## src/rtl/segdisp_pkg.sv

```systemverilog
package segdisp_pkg;
  localparam int unsigned NDIG  = 4;
  localparam int unsigned IDX_W = 2;
  typedef logic [IDX_W-1:0] dig_idx_t;
  typedef logic [3:0]       bcd_t;
  typedef logic [6:0]       seg_t;      // {g,f,e,d,c,b,a}
  localparam seg_t SEG_OFF = 7'h7F;     // active-low blank
endpackage

```

## src/rtl/seg_scan_timer.sv

```systemverilog
module seg_scan_timer #(
  parameter int unsigned DIV = 25000
) (
  input  logic clk_i,
  input  logic rst_ni,
  output logic tick_o
);
  localparam int unsigned CW = (DIV > 1) ? $clog2(DIV) : 1;
  localparam logic [CW-1:0] LAST = CW'(DIV - 1);

  logic [CW-1:0] cnt_q;

  assign tick_o = (cnt_q == LAST);

  always_ff @(posedge clk_i or negedge rst_ni) begin
    if (!rst_ni)     cnt_q <= '0;
    else if (tick_o) cnt_q <= '0;
    else             cnt_q <= cnt_q + 1'b1;
  end
endmodule

```

## src/rtl/seg_bcd_split.sv

```systemverilog
module seg_bcd_split
  import segdisp_pkg::*;
#(
  parameter int unsigned W = 6
) (
  input  logic [W-1:0] val_i,
  output bcd_t         tens_o,
  output bcd_t         units_o
);
  // compare-subtract: input is below 100, so 9 compares suffice
  always_comb begin
    tens_o = '0;
    for (int k = 1; k <= 9; k++) begin
      if (int'(val_i) >= 10 * k) tens_o = 4'(k);
    end
    units_o = 4'(int'(val_i) - 10 * int'(tens_o));
  end
endmodule

```

## src/rtl/seg_decoder.sv

```systemverilog
module seg_decoder
  import segdisp_pkg::*;
(
  input  bcd_t digit_i,
  output seg_t seg_no
);
  seg_t pat;
  always_comb begin
    unique case (digit_i)
      4'd0:    pat = 7'h3F;
      4'd1:    pat = 7'h06;
      4'd2:    pat = 7'h5B;
      4'd3:    pat = 7'h4F;
      4'd4:    pat = 7'h66;
      4'd5:    pat = 7'h6D;
      4'd6:    pat = 7'h7D;
      4'd7:    pat = 7'h07;
      4'd8:    pat = 7'h7F;
      4'd9:    pat = 7'h6F;
      default: pat = 7'h00;
    endcase
    seg_no = ~pat;
  end
endmodule

```

## src/rtl/hhmm_seg_driver.sv

```systemverilog
module hhmm_seg_driver
  import segdisp_pkg::*;
#(
  parameter int unsigned CLK_HZ  = 100_000_000,
  parameter int unsigned SCAN_HZ = 4000
) (
  input  logic       clk_i,
  input  logic       rst_ni,
  input  logic [4:0] hour_i,
  input  logic [5:0] min_i,
  input  logic       colon_i,
  output logic [3:0] an_o,
  output logic [6:0] seg_o,
  output logic       dp_o
);
  localparam int unsigned DIV = CLK_HZ / SCAN_HZ;
  localparam dig_idx_t    COLON_IDX = 2'd2;

  logic     scan_tick;
  logic     en_q;
  dig_idx_t idx_q;
  logic [4:0] hr_q;
  logic [5:0] mn_q;
  logic       col_q;

  seg_scan_timer #(.DIV(DIV)) u_timer (
    .clk_i (clk_i),
    .rst_ni(rst_ni),
    .tick_o(scan_tick)
  );

  // inputs captured only when the digit changes
  always_ff @(posedge clk_i or negedge rst_ni) begin
    if (!rst_ni) begin
      en_q  <= 1'b0;
      idx_q <= '0;
      hr_q  <= '0;
      mn_q  <= '0;
      col_q <= 1'b0;
    end else if (scan_tick) begin
      en_q  <= 1'b1;
      idx_q <= en_q ? idx_q + 1'b1 : idx_q;
      hr_q  <= hour_i;
      mn_q  <= min_i;
      col_q <= colon_i;
    end
  end

  bcd_t d_bcd [NDIG];

  seg_bcd_split #(.W(5)) u_split_hr (
    .val_i  (hr_q),
    .tens_o (d_bcd[3]),
    .units_o(d_bcd[2])
  );

  seg_bcd_split #(.W(6)) u_split_mn (
    .val_i  (mn_q),
    .tens_o (d_bcd[1]),
    .units_o(d_bcd[0])
  );

  bcd_t cur_bcd;
  seg_t cur_seg;
  assign cur_bcd = d_bcd[idx_q];

  seg_decoder u_dec (
    .digit_i(cur_bcd),
    .seg_no (cur_seg)
  );

  logic [NDIG-1:0] an_sel;
  generate
    for (genvar g = 0; g < NDIG; g++) begin : g_an
      assign an_sel[g] = ~(idx_q == dig_idx_t'(g));
    end
  endgenerate

  always_comb begin
    if (en_q) begin
      an_o  = an_sel;
      seg_o = cur_seg;
      dp_o  = ~(col_q && (idx_q == COLON_IDX));
    end else begin
      an_o  = '1;
      seg_o = SEG_OFF;
      dp_o  = 1'b1;
    end
  end
endmodule

```

## config.mk

```make
export PLATFORM = sky130hd
export DESIGN_NAME = hhmm_seg_driver
export DESIGN_NICKNAME = d
export VERILOG_FILES = /design/src/rtl/segdisp_pkg.sv /design/src/rtl/seg_scan_timer.sv /design/src/rtl/seg_bcd_split.sv /design/src/rtl/seg_decoder.sv /design/src/rtl/hhmm_seg_driver.sv
export SDC_FILE = /design/constraint.sdc
export NUM_CORES = 1
export LEC_CHECK = 0
export BUFFER_PORTS_ARGS = -buffer_cell sky130_fd_sc_hd__buf_2
export CAP_MARGIN = 20
export CORE_MARGIN = 8
export CORE_UTILIZATION = 43
export CTS_CLUSTER_SIZE = 24
export DETAILED_ROUTE_END_ITERATION = 10
export PLACE_DENSITY_LB_ADDON = 0.2
export SYNTH_ARGS = -nofsm -noshare
export SYNTH_HDL_FRONTEND = slang
export SYNTH_SLANG_ARGS = --single-unit
```

## constraint.sdc

```tcl
create_clock -name clk_i -period 3.2 [get_ports clk_i]
set_clock_uncertainty 0.2 [all_clocks]
set_input_delay 0.64 -clock clk_i [delete_from_list [all_inputs] [get_ports clk_i]]
set_output_delay 0.64 -clock clk_i [all_outputs]
set_load 0.02 [all_outputs]
```

* Word level (Yosys, flattened, before mapping)
Memory sizes are Yosys's and may differ from the RTL's. Cells that the tools add are included.
Operators by class: add/sub/neg operators 4, multipliers 2, $lt $le $gt $ge 10, eq/ne operators 4, mux-type cells 16, bitwise logic cells 7, reduce and logical (&&, ||, !) cells 3
Operators with widths (count):
- $ge A6 B6 Y1 const B | 3
- $add A15 B1 Y15 const B | 1
- $eq A15 B15 Y1 const B | 1
- $mux W15 | 1
- $ge A6 B5 Y1 const B | 2
- $mux W4 | 3
- $ge A5 B5 Y1 const B | 2
- $mux W3 | 3
- $bmux W4 S2 | 1
- $mux W2 | 4
- $sub A4 B4 Y4 | 2
- $mux W7 | 1
- $not A7 Y7 | 1
- $ge A6 B4 Y1 const B | 1
- $ge A5 B4 Y1 const B | 1
- $not A1 Y1 | 5
- $eq A2 B2 Y1 const B | 2
- $ge A3 B3 Y1 const B | 1
- $mul A3 B2 Y3 const A | 1
- $mul A3 B3 Y3 const A | 1
- $mux W1 | 3
- $not A2 Y3 | 1
- $add A2 B1 Y2 const B | 1
- $eq A2 B1 Y1 const B | 1
- 3 further kinds | 3
Storage, ports and cells: register bits 30, bits in read-only memories 112, input bits 14, output and inout port bits 12, word-level logic and storage cells 53, memories kept 1
Memory list:
- (name not given) | depth 16, width 7, rd ports 1, clocked after Yosys merged registers in 0, write ports 0, line seg_decoder.sv:9 | unique case (digit_i)

* Longest topological paths before layout
An unclocked memory read counts as a cell.
depth after elaboration 15, depth in mapped cells 14, depth with buffers taken out 13

* By module
A second synthesis with hierarchy kept.
Second synthesis, totals: cells, all modules 206, area, all modules 2077.0 sq um
Modules (own cells, without submodules):
- seg_scan_timer | instances 1, cells an instance 75, area each 784.5 sq um, sequential area each 375.4 sq um
- hhmm_seg_driver | instances 1, cells an instance 56, area each 775.7 sq um, sequential area each 375.4 sq um
- seg_bcd_split (u_split_mn) | instances 1, cells an instance 29, area each 193.9 sq um, sequential area each 0.0 sq um
- seg_decoder | instances 1, cells an instance 28, area each 190.2 sq um, sequential area each 0.0 sq um
- seg_bcd_split (u_split_hr) | instances 1, cells an instance 18, area each 132.6 sq um, sequential area each 0.0 sq um

* Least setup slack after synthesis
OpenSTA, ideal clock, no wires.
path kind register to output, from reg mn_q[4], to out seg_o[6], data arrival time 2715 ps, data required time 2360 ps, setup slack -355 ps, cell stages (with the launch flop) 12, buffers on the path 1, cells stage by stage dfrtp_1 > buf_2 > mux2_2 > a211oi_2 > ha_1 > nor2b_1 > a211oi_1 > a31o_2 > a21o_1 > ha_1 > nor3b_1 > a211oi_1
On the way: longest elaborated chain between the ends 15, elaborated cells on any way between the ends 20, classes of those cells 1 x add/sub; 1 x mul; 6 x order compare; 10 x mux; 1 x bitwise; 1 x memory
Ends and longest elaborated chain:
- start, declared | line hhmm_seg_driver.sv:23 | logic [5:0] mn_q;
- start signal, assigned | line hhmm_seg_driver.sv:44 | mn_q <= min_i;
- $ge A6 B4 Y1 | line seg_bcd_split.sv:14 | if (int'(val_i) >= 10 * k) tens_o = 4'(k);
- $mux W1 | line seg_bcd_split.sv:14
- $mux W2 (2 in series) | line seg_bcd_split.sv:14
- $mux W3 (2 in series) | line seg_bcd_split.sv:14
- $mux W3 * | line seg_bcd_split.sv:14
- $mul A3 B3 Y3 | line seg_bcd_split.sv:16 | units_o = 4'(int'(val_i) - 10 * int'(tens_o));
- $sub A4 B4 Y4 | line seg_bcd_split.sv:16
- $bmux W4 S2 * | line hhmm_seg_driver.sv:65 | assign cur_bcd = d_bcd[idx_q];
- $mux W4 (implied by the code) * (2 in series) | line hhmm_seg_driver.sv:65
- $mem_v2 Z16 W7 *
- $not A7 Y7 * | line seg_decoder.sv:22 | seg_no = ~pat;
- $mux W7 * | line hhmm_seg_driver.sv:80 | if (en_q) begin
- end, declared | line hhmm_seg_driver.sv:13 | output logic [6:0] seg_o,
Mark *: on every way between the ends. The rest lies on a longest branch, timed or not. The select of a mux whose other input is x is not followed.

* Final worst setup path
from reg mn_q[2], to out seg_o[0]
On the way: longest elaborated chain between the ends 15, elaborated cells on any way between the ends 20, classes of those cells 1 x add/sub; 1 x mul; 6 x order compare; 10 x mux; 1 x bitwise; 1 x memory
Ends and longest elaborated chain (line):
- $ge A6 B4 Y1 | seg_bcd_split.sv:14
- $mux W1 | seg_bcd_split.sv:14
- $mux W2 (2 in series) | seg_bcd_split.sv:14
- $mux W3 (3 in series) | seg_bcd_split.sv:14
- $mul A3 B3 Y3 | seg_bcd_split.sv:16
- $sub A4 B4 Y4 | seg_bcd_split.sv:16
- $bmux W4 S2 * | hhmm_seg_driver.sv:65
- $mux W4 (implied by the code) * (2 in series) | hhmm_seg_driver.sv:65
- $mem_v2 Z16 W7 *
- $not A7 Y7 * | seg_decoder.sv:22
- $mux W7 * | hhmm_seg_driver.sv:80
Marks and branches as above.

==> flow_metrics.py <==
metrics = {
    "floorplan": {
        "io_pins": 26,
        "die_width_um": 84.7,
        "floorplan.core_area_um2": 4630,
        "floorplan.initialDensity_pct": 43.8,
        "die_boundary_height_um": 84.7,
        "fp-row-count": 25,
        "die-area_um2": 7170,
    },
    "detailed_routing": {
        "first_pass_drt_iterations": 6,
        "wirelength_um": 4420,
        "detail_route.vias_per_cell": 5.11,
        "route.detailed.drc": 0,
        "routed-via-count": 1650,
        "detail_route.iter0.violations": 48,
        "antenna_left": 0,
        "wl_cell_um": 13.7,
    },
    "timing": {
        "finalCriticalPeriod_ps": 3840,
        "timing_worst_slew_pin_value_ps": 647,
        "drv_slew": 0,
        "maxClockFrequency_ghz": 0.260,
        "finalSetupViolCount": 7,
        "finalHoldViolations": 0,
        "tns_ps": -4030,
        "tcrit_tclk_final_pct": 120,
        "final.hold.worst_slack_ps": 185,
        "grt_setup_unrepaired": "yes",
        "timing.max_slew.rel_slack_pct": 56.9,
        "final.setup.worst_slack_ps": -642,
    },
    "critical_path": {
        "worst-path-max-fanout": 8,
        "ff2ff_path_depth": 4,
        "cp_slowest_cell": "fa_2",
        "timing.critical_path.depth": 10,
        "max_stage_delay_ps": 440,
        "crit_family": "compound AO/OA/AOI/OAI gates",
        "worstPathArrival_ps": 3000,
        "crit_path_start_kind": "flip-flop",
        "cp.buffers_inverters": 1,
        "timing.setup.critical_path_class": "flip-flop to output pin",
        "path_cells": "mux2i_1, mux2_4, a211oi_4, ha_4, fa_2, mux2i_2, a2bb2oi_4, and3_4, o31ai_4, buf_6",
        "critPathCaptureType": "output pin",
        "worst_ep_required_time_ps": 2360,
    },
    "global_route": {
        "grt.total_usage_pct": 12.5,
        "grt_remaining_overflow": 0,
        "pin_count_of_the_biggest_net_entering_global_routing": 31,
        "antenna_found_initial": 0,
        "grt_pass1_wl_um": 7360,
        "first_global_vias": 1661,
    },
    "hold_path": {
        "worst_hold_path_type": "input port to asynchronous set/reset pin",
    },
    "run": {
        "drv_cap": 0,
    },
    "logic_synthesis": {
        "synthesis.yosys.warnings": 0,
        "avg_inst_size_synth_um2": 9.52,
        "number_of_synthesized_register_bits": 30,
        "netlist_area_pre_place_um2": 2030,
        "synth_sequential_area_ratio_pct": 37.0,
        "synth_instances": 213,
        "postSynthNetCount": 241,
        "async_reset_ff_share_pct": 100,
        "count_of_flip_flops_with_a_built_in_enable_after_synthesis": 0,
        "dominantRegCellSynth": "dfrtp_1",
        "synth.distinct_cells": 53,
    },
    "layout": {
        "final_design_area_no_fill_um2": 2780,
        "final_net_count": 297,
        "layout_common_cells": "nand2_1 (42), buf_4 (31), dfrtp_1 (30), buf_2 (19), nor2_1 (15)",
        "most_common_library_cell_in_the_layout_ignoring_fill_and_taps": "nand2_1",
        "flow.area_growth_from_synthesis_pct": 36.9,
        "antenna_fix_cells": 0,
        "fraction_of_layout_instances_using_a_drive_strength_above_1_pct": 41.3,
        "finalCoreUtilization_pct": 60.0,
    },
    "cts": {
        "cts_root_buf": "clkbuf_8",
        "cts_inserted_buffers": 5,
        "clock_path_buffers": 2,
        "cts.htree.levels": 2,
        "clk_pin_slew_ps": 60,
        "tritoncts_num_sinks": 30,
        "tritoncts": "yes",
        "insertion_delay_ps": 280,
    },
    "power_and_ir_drop": {
        "seq_power_share_pct": 48.9,
        "p_clk_share_pct": 49.2,
        "leakage_nw": 1.21,
        "vdd.ir_drop.worst_mv": 0.342,
        "p_per_area_nw_per_um2": 279,
        "power.internal_uw": 634,
        "total_switching_power_uw": 142,
        "switching_share_pct": 18.3,
        "combinationalPowerShare_pct": 1.8,
    },
    "run_status": {
        "violations": "negative setup slack",
        "status": "finished with violations",
    },
    "place": {
        "dp.final_hpwl_um": 3270,
        "globalplace.congestion": 0.781,
        "io_buffers": 25,
        "placement.cell_area_um2": 2520,
    },
}
path summary, 6_finish.rpt:
| path | startpoint | slack (ps) | to |
|---|---|---|---|
| setup reg to reg | u_timer.cnt_q[11] | 970 | u_timer.cnt_q[1] |
| hold / removal | rst_ni | 190 | mn_q[5] |
| hold reg to reg | col_q | 280 | col_q |
| min in group clk_i | col_q | 280 | col_q |
| setup / recovery | mn_q[2] | -640 | seg_o[0] |
| max in group asynchronous | rst_ni | 2190 | u_timer.cnt_q[6] |
registers in the layout (all words and copies together) (netlist names):
name and count:
col_q 1, en_q 1, hr_q 5, idx_q 2, mn_q 6, u_timer.cnt_q 15
cell families after synthesis:
kind of cell    share of synthesized area, %
flops                                   37.0
xor+xnor                                6.05
buf+inv                                 4.44
compound gates                          12.8
simple gates                            26.0
mux                                     3.76
fa+ha+maj                               9.93
cell type report:
| type | count | area (um2) |
|---|---|---|
| tap | 54 | 67.6 |
| timing repair buffer | 58 | 427 |
| multi-input combinational | 165 | 1380 |
| inverter | 9 | 38.8 |
| sequential | 30 | 751 |
| fill | 392 | 1850 |
| clock buffer | 6 | 82.6 |
| clock inverter | 1 | 30.0 |
per-layer routing:
layer	GRT usage, %	vias to the layer above	wire (um)
met3	3.51	10	192
met1	14.6	771	1960
met2	21.0	29	2180
met5	0	-	0
li1	-	840	-
met4	4.85	0	88
synthesized netlist by cell type (2+ instances only):
library cell   n  area [um2]
nand4_1        2        12.5
nor2_1        16        60.1
nand3_1        8        40.0
inv_1          8        30.0
xnor2_1        6        52.6
o31ai_2        2        25.0
nor3b_2        2        25.0
buf_6          2        22.5
and2_1         2        12.5
a21oi_1        5        25.0
nor3_1         5        25.0
ha_1          12         150
mux2i_1        2        20.0
and3_1         2        12.5
buf_2          6        30.0
dfrtp_1       30         751
xor2_1         8        70.1
o21ai_0        3        15.0
nand2_1       43         161
fa_1           2        40.0
nor2b_1        3        18.8
nor3_2         2        20.0
o21ai_1        6        30.0
a211oi_2       2        25.0
a211oi_1       2        15.0
a21o_1         2        15.0
mux2_1         2        22.5
nand2b_1       3        18.8
power by group through the flow:
stage          Sequential [mW]  Clock [mW]  Combinational (mW)
6_report                 0.379       0.382              0.0143
5_1_grt                  0.379       0.409              0.0167
4_1_cts                  0.379       0.396              0.0152
3_5_place_dp             0.386           0              0.0151
3_3_place_gp             0.386           0              0.0149
2_1_floorplan            0.386           0            0.000167
stage by stage:
step / setup WS (ps) / std cells / power, mW
CTS: -593 / 321 / 0.790
finish: -642 / 323 / 0.775
detailed placement: -306 / 313 / 0.401
global route: -755 / 323 / 0.804
floorplan: -106 / 213 / 0.387
global placement: -229 / 313 / 0.401
what timing repair did:
action                                  in CTS  in global routing
endpoints found under the setup margin       7                  7
pin swaps                                    0                 17
buffers inserted                             1                  5
hold buffers                                 0                  0
resized for setup                            7                 21
(Power assumes the default switching activity.)
